**config.mk**
```make
export PLATFORM = sky130hd
export DESIGN_NAME = nested_xlat_buf
export DESIGN_NICKNAME = d
export VERILOG_FILES = /design/src/rtl/nested_xlat_buf.sv
export SDC_FILE = /design/constraint.sdc
export NUM_CORES = 2
export LEC_CHECK = 0
export BUFFER_PORTS_ARGS = -buffer_cell sky130_fd_sc_hd__buf_4
export CORE_MARGIN = 1.5
export CORE_UTILIZATION = 23
export CTS_CLUSTER_SIZE = 14
export DETAILED_ROUTE_END_ITERATION = 10
export GPL_ROUTABILITY_DRIVEN = 1
export PLACE_DENSITY_LB_ADDON = 0.2
export SYNTH_ARGS = -nofsm -noshare
export SYNTH_HDL_FRONTEND = slang
export SYNTH_SLANG_ARGS = --single-unit
export TNS_END_PERCENT = 1
```
**constraint.sdc**
```tcl
create_clock -name clk -period 25.3 [get_ports clk]
set_input_delay 5.06 -clock clk [delete_from_list [all_inputs] [get_ports clk]]
set_output_delay 5.06 -clock clk [all_outputs]
set_load 0.01 [all_outputs]
```
**src/rtl/nested_xlat_buf.sv**
```systemverilog
module nested_xlat_buf #(
  parameter int GPA_W       = 48,
  parameter int SPA_W       = 52,
  parameter int ENTRIES     = 16,
  parameter int SMALL_SHIFT = 12,
  parameter int LARGE_SHIFT = 21
) (
  input  logic                         clk,
  input  logic                         rst_n,
  input  logic                         lookup_valid,
  input  logic [GPA_W-SMALL_SHIFT-1:0] lookup_gpn,
  output logic                         resp_valid,
  output logic                         resp_hit,
  output logic                         resp_large,
  output logic [SPA_W-SMALL_SHIFT-1:0] resp_spn,
  input  logic                         fill_valid,
  input  logic [GPA_W-SMALL_SHIFT-1:0] fill_gpn,
  input  logic [SPA_W-SMALL_SHIFT-1:0] fill_spn,
  input  logic                         fill_large,
  input  logic                         flush
);

  localparam int GPN_W = GPA_W - SMALL_SHIFT;
  localparam int SPN_W = SPA_W - SMALL_SHIFT;
  localparam int OFF_W = LARGE_SHIFT - SMALL_SHIFT;
  localparam int PTR_W = (ENTRIES > 1) ? $clog2(ENTRIES) : 1;
  localparam logic [PTR_W-1:0] LAST = PTR_W'(ENTRIES - 1);

  logic [ENTRIES-1:0] valid_q;
  logic [ENTRIES-1:0] large_q;
  logic [GPN_W-1:0]   tag_q [ENTRIES];
  logic [SPN_W-1:0]   spn_q [ENTRIES];
  logic [PTR_W-1:0]   rr_q;

  logic [ENTRIES-1:0] hit_small;
  logic [ENTRIES-1:0] hit_big;

  for (genvar i = 0; i < ENTRIES; i++) begin : g_cmp
    assign hit_small[i] = valid_q[i] && !large_q[i] && (tag_q[i] == lookup_gpn);
    assign hit_big[i]   = valid_q[i] && large_q[i] &&
                          (tag_q[i][GPN_W-1:OFF_W] == lookup_gpn[GPN_W-1:OFF_W]);
  end

  logic             sel_found;
  logic             sel_large;
  logic [PTR_W-1:0] sel_idx;

  always_comb begin
    sel_found = 1'b0;
    sel_large = 1'b0;
    sel_idx   = '0;
    for (int i = ENTRIES - 1; i >= 0; i--) begin
      if (hit_small[i]) begin
        sel_found = 1'b1;
        sel_idx   = PTR_W'(i);
      end
    end
    for (int i = ENTRIES - 1; i >= 0; i--) begin
      if (hit_big[i]) begin
        sel_found = 1'b1;
        sel_large = 1'b1;
        sel_idx   = PTR_W'(i);
      end
    end
  end

  logic [SPN_W-1:0] sel_spn;
  assign sel_spn = !sel_found ? '0 :
                   sel_large  ? {spn_q[sel_idx][SPN_W-1:OFF_W], lookup_gpn[OFF_W-1:0]} :
                                spn_q[sel_idx];

  wire do_fill = fill_valid && !flush;

  always_ff @(posedge clk) begin
    if (!rst_n) begin
      valid_q <= '0;
      large_q <= '0;
      rr_q    <= '0;
    end else if (flush) begin
      valid_q <= '0;
      rr_q    <= '0;
    end else if (do_fill) begin
      valid_q[rr_q] <= 1'b1;
      large_q[rr_q] <= fill_large;
      rr_q          <= (rr_q == LAST) ? '0 : rr_q + 1'b1;
    end
  end

  always_ff @(posedge clk) begin
    if (do_fill) begin
      tag_q[rr_q] <= fill_gpn;
      spn_q[rr_q] <= fill_spn;
    end
  end

  always_ff @(posedge clk) begin
    if (!rst_n) begin
      resp_valid <= 1'b0;
      resp_hit   <= 1'b0;
      resp_large <= 1'b0;
      resp_spn   <= '0;
    end else begin
      resp_valid <= lookup_valid;
      resp_hit   <= lookup_valid && sel_found;
      resp_large <= lookup_valid && sel_large;
      resp_spn   <= lookup_valid ? sel_spn : '0;
    end
  end


  resp_follow_chk: assert property (@(posedge clk) disable iff (!rst_n)
    lookup_valid |=> resp_valid);


  resp_idle_chk: assert property (@(posedge clk) disable iff (!rst_n)
    !lookup_valid |=> !resp_valid);


  miss_quiet_chk: assert property (@(posedge clk) disable iff (!rst_n)
    (!resp_hit) |-> (!resp_large && resp_spn == '0));


  large_offset_chk: assert property (@(posedge clk) disable iff (!rst_n)
    resp_large |-> (resp_hit && resp_spn[OFF_W-1:0] == $past(lookup_gpn[OFF_W-1:0])));


  flush_empty_chk: assert property (@(posedge clk) disable iff (!rst_n)
    ($past(flush) && lookup_valid) |=> !resp_hit);


  fill_slot_chk: assert property (@(posedge clk) disable iff (!rst_n)
    (fill_valid && !flush) |=> (valid_q[$past(rr_q)] && tag_q[$past(rr_q)] == $past(fill_gpn)));

endmodule

```
; ---- Yosys cells after proc, flatten, opt, wreduce, memory -nomap -nowiden
; Memory sizes are Yosys's and may differ from the RTL's.
; Cells that the tools add are included.
[word_totals]
wordCells = 223
ff_bits = 79
inputBits = 118
memories = 2
out_inout_bits = 43
ramBits = 1216
[mem_list]
columns = memory, words, word_bits, read_ports, rd_clocked_by_memory_dff, wr, line
row1 = spn_q, 16, 40, 1, 0, 1, 32  ; logic [SPN_W-1:0] spn_q [ENTRIES];
row2 = tag_q, 16, 36, 16, 0, 1, 31  ; logic [GPN_W-1:0] tag_q [ENTRIES];
[classes]
bitwise = 3
n_lt_le_gt_ge = 2
n_eq_ne = 33
mux = 87
n_reduce_logical = 88
n_addsub = 1
[ops]
columns = cell, count
row1 = $eq A36 B36 Y1, 16
row2 = $eq A27 B27 Y1, 16
row3 = $mux W4, 33
row4 = $logic_and A1 B1 Y1, 68
row5 = $mux W1, 51
row6 = $logic_not A1 Y1, 17
row7 = $bwmux W16, 1
row8 = $or A16 B16 Y16, 1
row9 = $mux W9, 1
row10 = $lt A4 B5 Y1 const B, 1
row11 = $add A4 B1 Y4 const B, 1
row12 = $demux W1 S4, 1
row13 = $eq A4 B4 Y1 const B, 1
row14 = $ge A4 B1 Y1 const B, 1
row15 = $reduce_and A3 Y1, 1
row16 = $not A1 Y1, 2
row17 = $reduce_and A2 Y1, 1
row18 = $reduce_or A2 Y1, 1

; ---- Longest topological paths before layout
; An unclocked memory read counts as a cell.
[depth]
depth_word = 37
ltp_mapped = 18
ltp_nobuf = 13

; ---- Least setup slack after synthesis
; Ideal clock, no wire load.
[synth_timing]
kind = input-to-reg
start = input fill_valid
end = register large_q[3]
n_path_buf = 0
setup_slack_ns = 13.715
setup_time_ns = 0.122
stages = 5
t_arrival_ns = 11.462
required_time_ns = 25.178
path_cell_list = nor2b_1 > nand2_1 > nor3_1 > mux2i_1 > nor2b_1
[synth_between]
elab_chain_len = 2
[synth_lines]
columns = item, line
row1 = "start, declared", 16  ; input logic fill_valid,
row2 = $logic_and A1 B1 Y1, 72  ; wire do_fill = fill_valid && !flush;
row3 = $reduce_and A2 Y1 (no line), -
row4 = "end signal, assigned by index", 84  ; large_q[rr_q] <= fill_large;
row5 = "end, declared", 30  ; logic [ENTRIES-1:0] large_q;
; Every way passes these cells.
; A chain may end at the register's enable or synchronous reset.

; ---- Worst setup path in the final report
[layout_timing]
start = input lookup_gpn[0]
end = register resp_spn[35]
[layout_between]
elab_chain_len = 35
word_cells_on_any_way = 98
classes_between = 16 x eq/ne / 64 x mux / 17 x reduce/logical / 1 x memory
[layout_lines]
columns = item, line
row1 = "start, declared", 11  ; input logic [GPA_W-SMALL_SHIFT-1:0] lookup_gpn,
row2 = $eq A36 B36 Y1, 39  ; assign hit_small[i] = valid_q[i] && !large_q[i] && (tag_q[i] == lookup_gpn);
row3 = $logic_and A1 B1 Y1, 39
row4 = $mux W4 / $mux W1 (equally long branches) (16 in series), 53  ; if (hit_small[i]) begin
row5 = $mux W4 / $mux W1 (equally long branches) (16 in series), 59  ; if (hit_big[i]) begin
row6 = $mem_v2 Z16 W40 / $reduce_and A3 Y1 (equally long branches), -
row7 = "end signal, assigned", 106  ; resp_spn <= lookup_valid ? sel_spn : '0;
row8 = "end, declared", 15  ; output logic [SPA_W-SMALL_SHIFT-1:0] resp_spn,
; Several ways; a longest one is shown, not always the timed one.

==> flow_summary.ini <==
[floorplan]
io_pins = 161
die_w_um = 478
num_rows = 174
core_area_um2 = 224000
dieArea_um2 = 228000
die_y_um = 478
initial_core_util_pct = 23.1

[cts]
cts_tree = built
clock-sinks = 1295
cts_buffers = 148
clkTransAtPathRegs_ps = 60
post_cts_buffers = 0
clock_latency_ps = 810
ctsResizeCount = 0
cts_hold_buf = 0
root_buffer = clkbuf_16
cts.htree.levels = 4
clk_path_buf_depth = 3

[sta]
max_freq_mhz = 103
slew_headroom_pct = 21.3
clock_skew_ps = 52.7
tightest_slew_ps = 1170
hold_viol = 0
grt_setup_unrepaired = no
drv_slew = 0
setup_tns_ps = 0
fin_crit_ps = 9680
finalSetupViolations = 0
setup_ws_ps = 15620
fin_crit_sh_pct = 38.2

[power]
p_leak_nw = 18.7
total_power_w = 0.00468
ir_drop_v = 0.0000661
power_density_nw_per_um2 = 76.0

[logic_synthesis]
ys_top_cells_by_count = 1216 x edfxtp_1, 493 x xnor2_1, 237 x nand2_1
synth_seq_cells = 1295
dominantRegCellSynth = edfxtp_1
synth-seq-area-share_pct = 73.5
yosysTopAreaCellShare_pct = 70.4
synth_warnings = 0
synth_edf_count = 1216
synthCells = 3225
ys_async_sr_fraction_pct = 0
synth_area_um2 = 51800
syn-mean-instance-area_um2 = 16.1
yosysUniqueCellTypes = 55
synth_area_leaders = edfxtp_1 70%, xnor2_1 8.3%, dfxtp_1 3.1%
syn_nets = 3347
synth_most_common_cell = edfxtp_1
synth_top_cell_by_area = edfxtp_1

[critical_path]
start_kind = input pin
reg2reg_depth = 13
regToRegSetupSlack_ps = 19870
reg2reg_to = resp_spn[35]
end_kind = flop
setup.worst_path.class = input pin to flop
critPathArrivalTime_ps = 10400
crit_fanout = 54
required_ps = 26030
startpoint = lookup_gpn[0]
r2r-start = tag_q[7][26]

[placement]
gpl.final_weighted_congestion = 0.761
dp_hpwl_um = 94900
port_buffers = 160
dp.cells = 6274
pre_cts_ws_ps = 14680
placed_cell_area_um2 = 56600

[global_routing]
antenna_found_initial = 13
track_usage_pct = 14.6
grt.overflow.total = 0
grt_pass1_vias = 28400
grt_max_degree = 57
grt_pass1_wl_um = 234000

[cells_and_area]
final_layout_size_suffix_gt1_share_pct = 15.6
syn2layout_area_growth_pct = 18.8
final_cell_area_um2 = 61600
fin_cells = 6550
fillCellCount = 22600
seq_area_um2 = 38100
nets = 3554
multiInputGateArea_um2 = 13100

[outcome]
outcome = finished clean

[route]
dr.pass1.iters = 7
vias = 28300
routed_via_density = 4.33
wl_per_cell_um = 25.9
drt.antenna.violating_nets = 0
drt-initial-drc-count = 2313
wirelength_um = 169000
drcViolationCount = 0

[worst_hold_path]
hold_end = valid_q[8]
holdPathStages = 2
min_from = valid_q[8]
holdCritPathClass = flop to flop

[job]
max-cap-violations = 0
## worst max-delay path, cell delays in order
cell and delay (ps):
buf_4 380, xnor2_1 180, nand4_1 110, nor4_1 890, and3_1 310, nor4_1 80, nor3b_1 240, nor3_1 80
nor3_1 430, o21ba_4 400, buf_4 680, buf_4 740, mux2i_1 170, a221o_1 370, o22ai_1 150
## worst max path at each step
stage,endpoint,cells after the start
6_report,resp_spn[35],15
5_1_grt,resp_spn[35],15
4_1_cts,resp_spn[35],15
3_5_place_dp,resp_spn[24],15
3_3_place_gp,resp_spn[24],15
2_1_floorplan,large_q[3],5
## power breakdown
part | internal (W) | switching (W)
clock network | 0.00127 | 0.000908
logic | 0.0000468 | 0.000109
registers | 0.00235 | 0.00000226
## layer usage
metal / track usage, % / vias to the layer above / routed length [um]
met5: 0 / - / 36
met2: 23.9 / 731 / 80700
met3: 2.53 / 201 / 8070
li1: - / 12600 / -
met4: 3.57 / 6 / 3400
met1: 19.8 / 14800 / 77200
## layout make-up
cell class | count | area share, %
clock inverter | 57 | 1.22
multi-input combinational | 1753 | 21.2
sequential | 1295 | 61.9
clock buffer | 217 | 6.83
antenna | 2 | 0.00813
tap | 2992 | 6.08
inverter | 8 | 0.0488
timing repair buffer | 226 | 2.75
## layout by cell type (no fill, tap or decap), types with 12 or more instances in the layout
cell and count:
clkinv_1 23, xor2_1 86, buf_4 226, a21oi_1 72, nor2_1 56, o22ai_1 61, nand3_1 36, o211ai_1 33
nand4_1 145, nor2_4 14, clkbuf_16 150, nor4_1 35, o21ai_0 17, xnor2_1 493, edfxtp_1 1216, a21boi_0 12
mux2_1 14, mux2i_1 137, clkbuf_1 47, nor3_1 49, dfxtp_1 79, mux2_2 79, nor2b_1 40, a221o_1 61
nand2_1 234, clkbuf_8 20
## metrics by stage
step / hold slack [ps] / utilization (%)
floorplan: 440 / -
global placement: 450 / 25.2
detailed placement: 461 / 25.2
CTS: 475 / 27.4
global route: 488 / 27.4
finish: 471 / 27.4
## logic make-up (layout without fill, tap and decap cells)
kind of cell / Yosys count / in the layout / share of synthesized area, %
flip-flops: 1295 / 1295 / 73.5
adder cells (fa/ha/maj): 4 / 4 / 0.0965
buffers and inverters: 177 / 508 / 1.74
AND/OR/NAND/NOR: 648 / 648 / 6.18
multiplexers: 230 / 230 / 4.66
XOR/XNOR: 579 / 579 / 9.78
AO/OA/AOI/OAI: 292 / 292 / 4.06
other: 0 / 2 / 0
## registers in the layout, summed over array words and instances, names as in the netlist
name	cells
resp_hit	1
spn_q	640
large_q	16
resp_large	1
resp_valid	1
valid_q	16
tag_q	576
resp_spn	40
rr_q	4
Power figures use the tool's default switching activity.
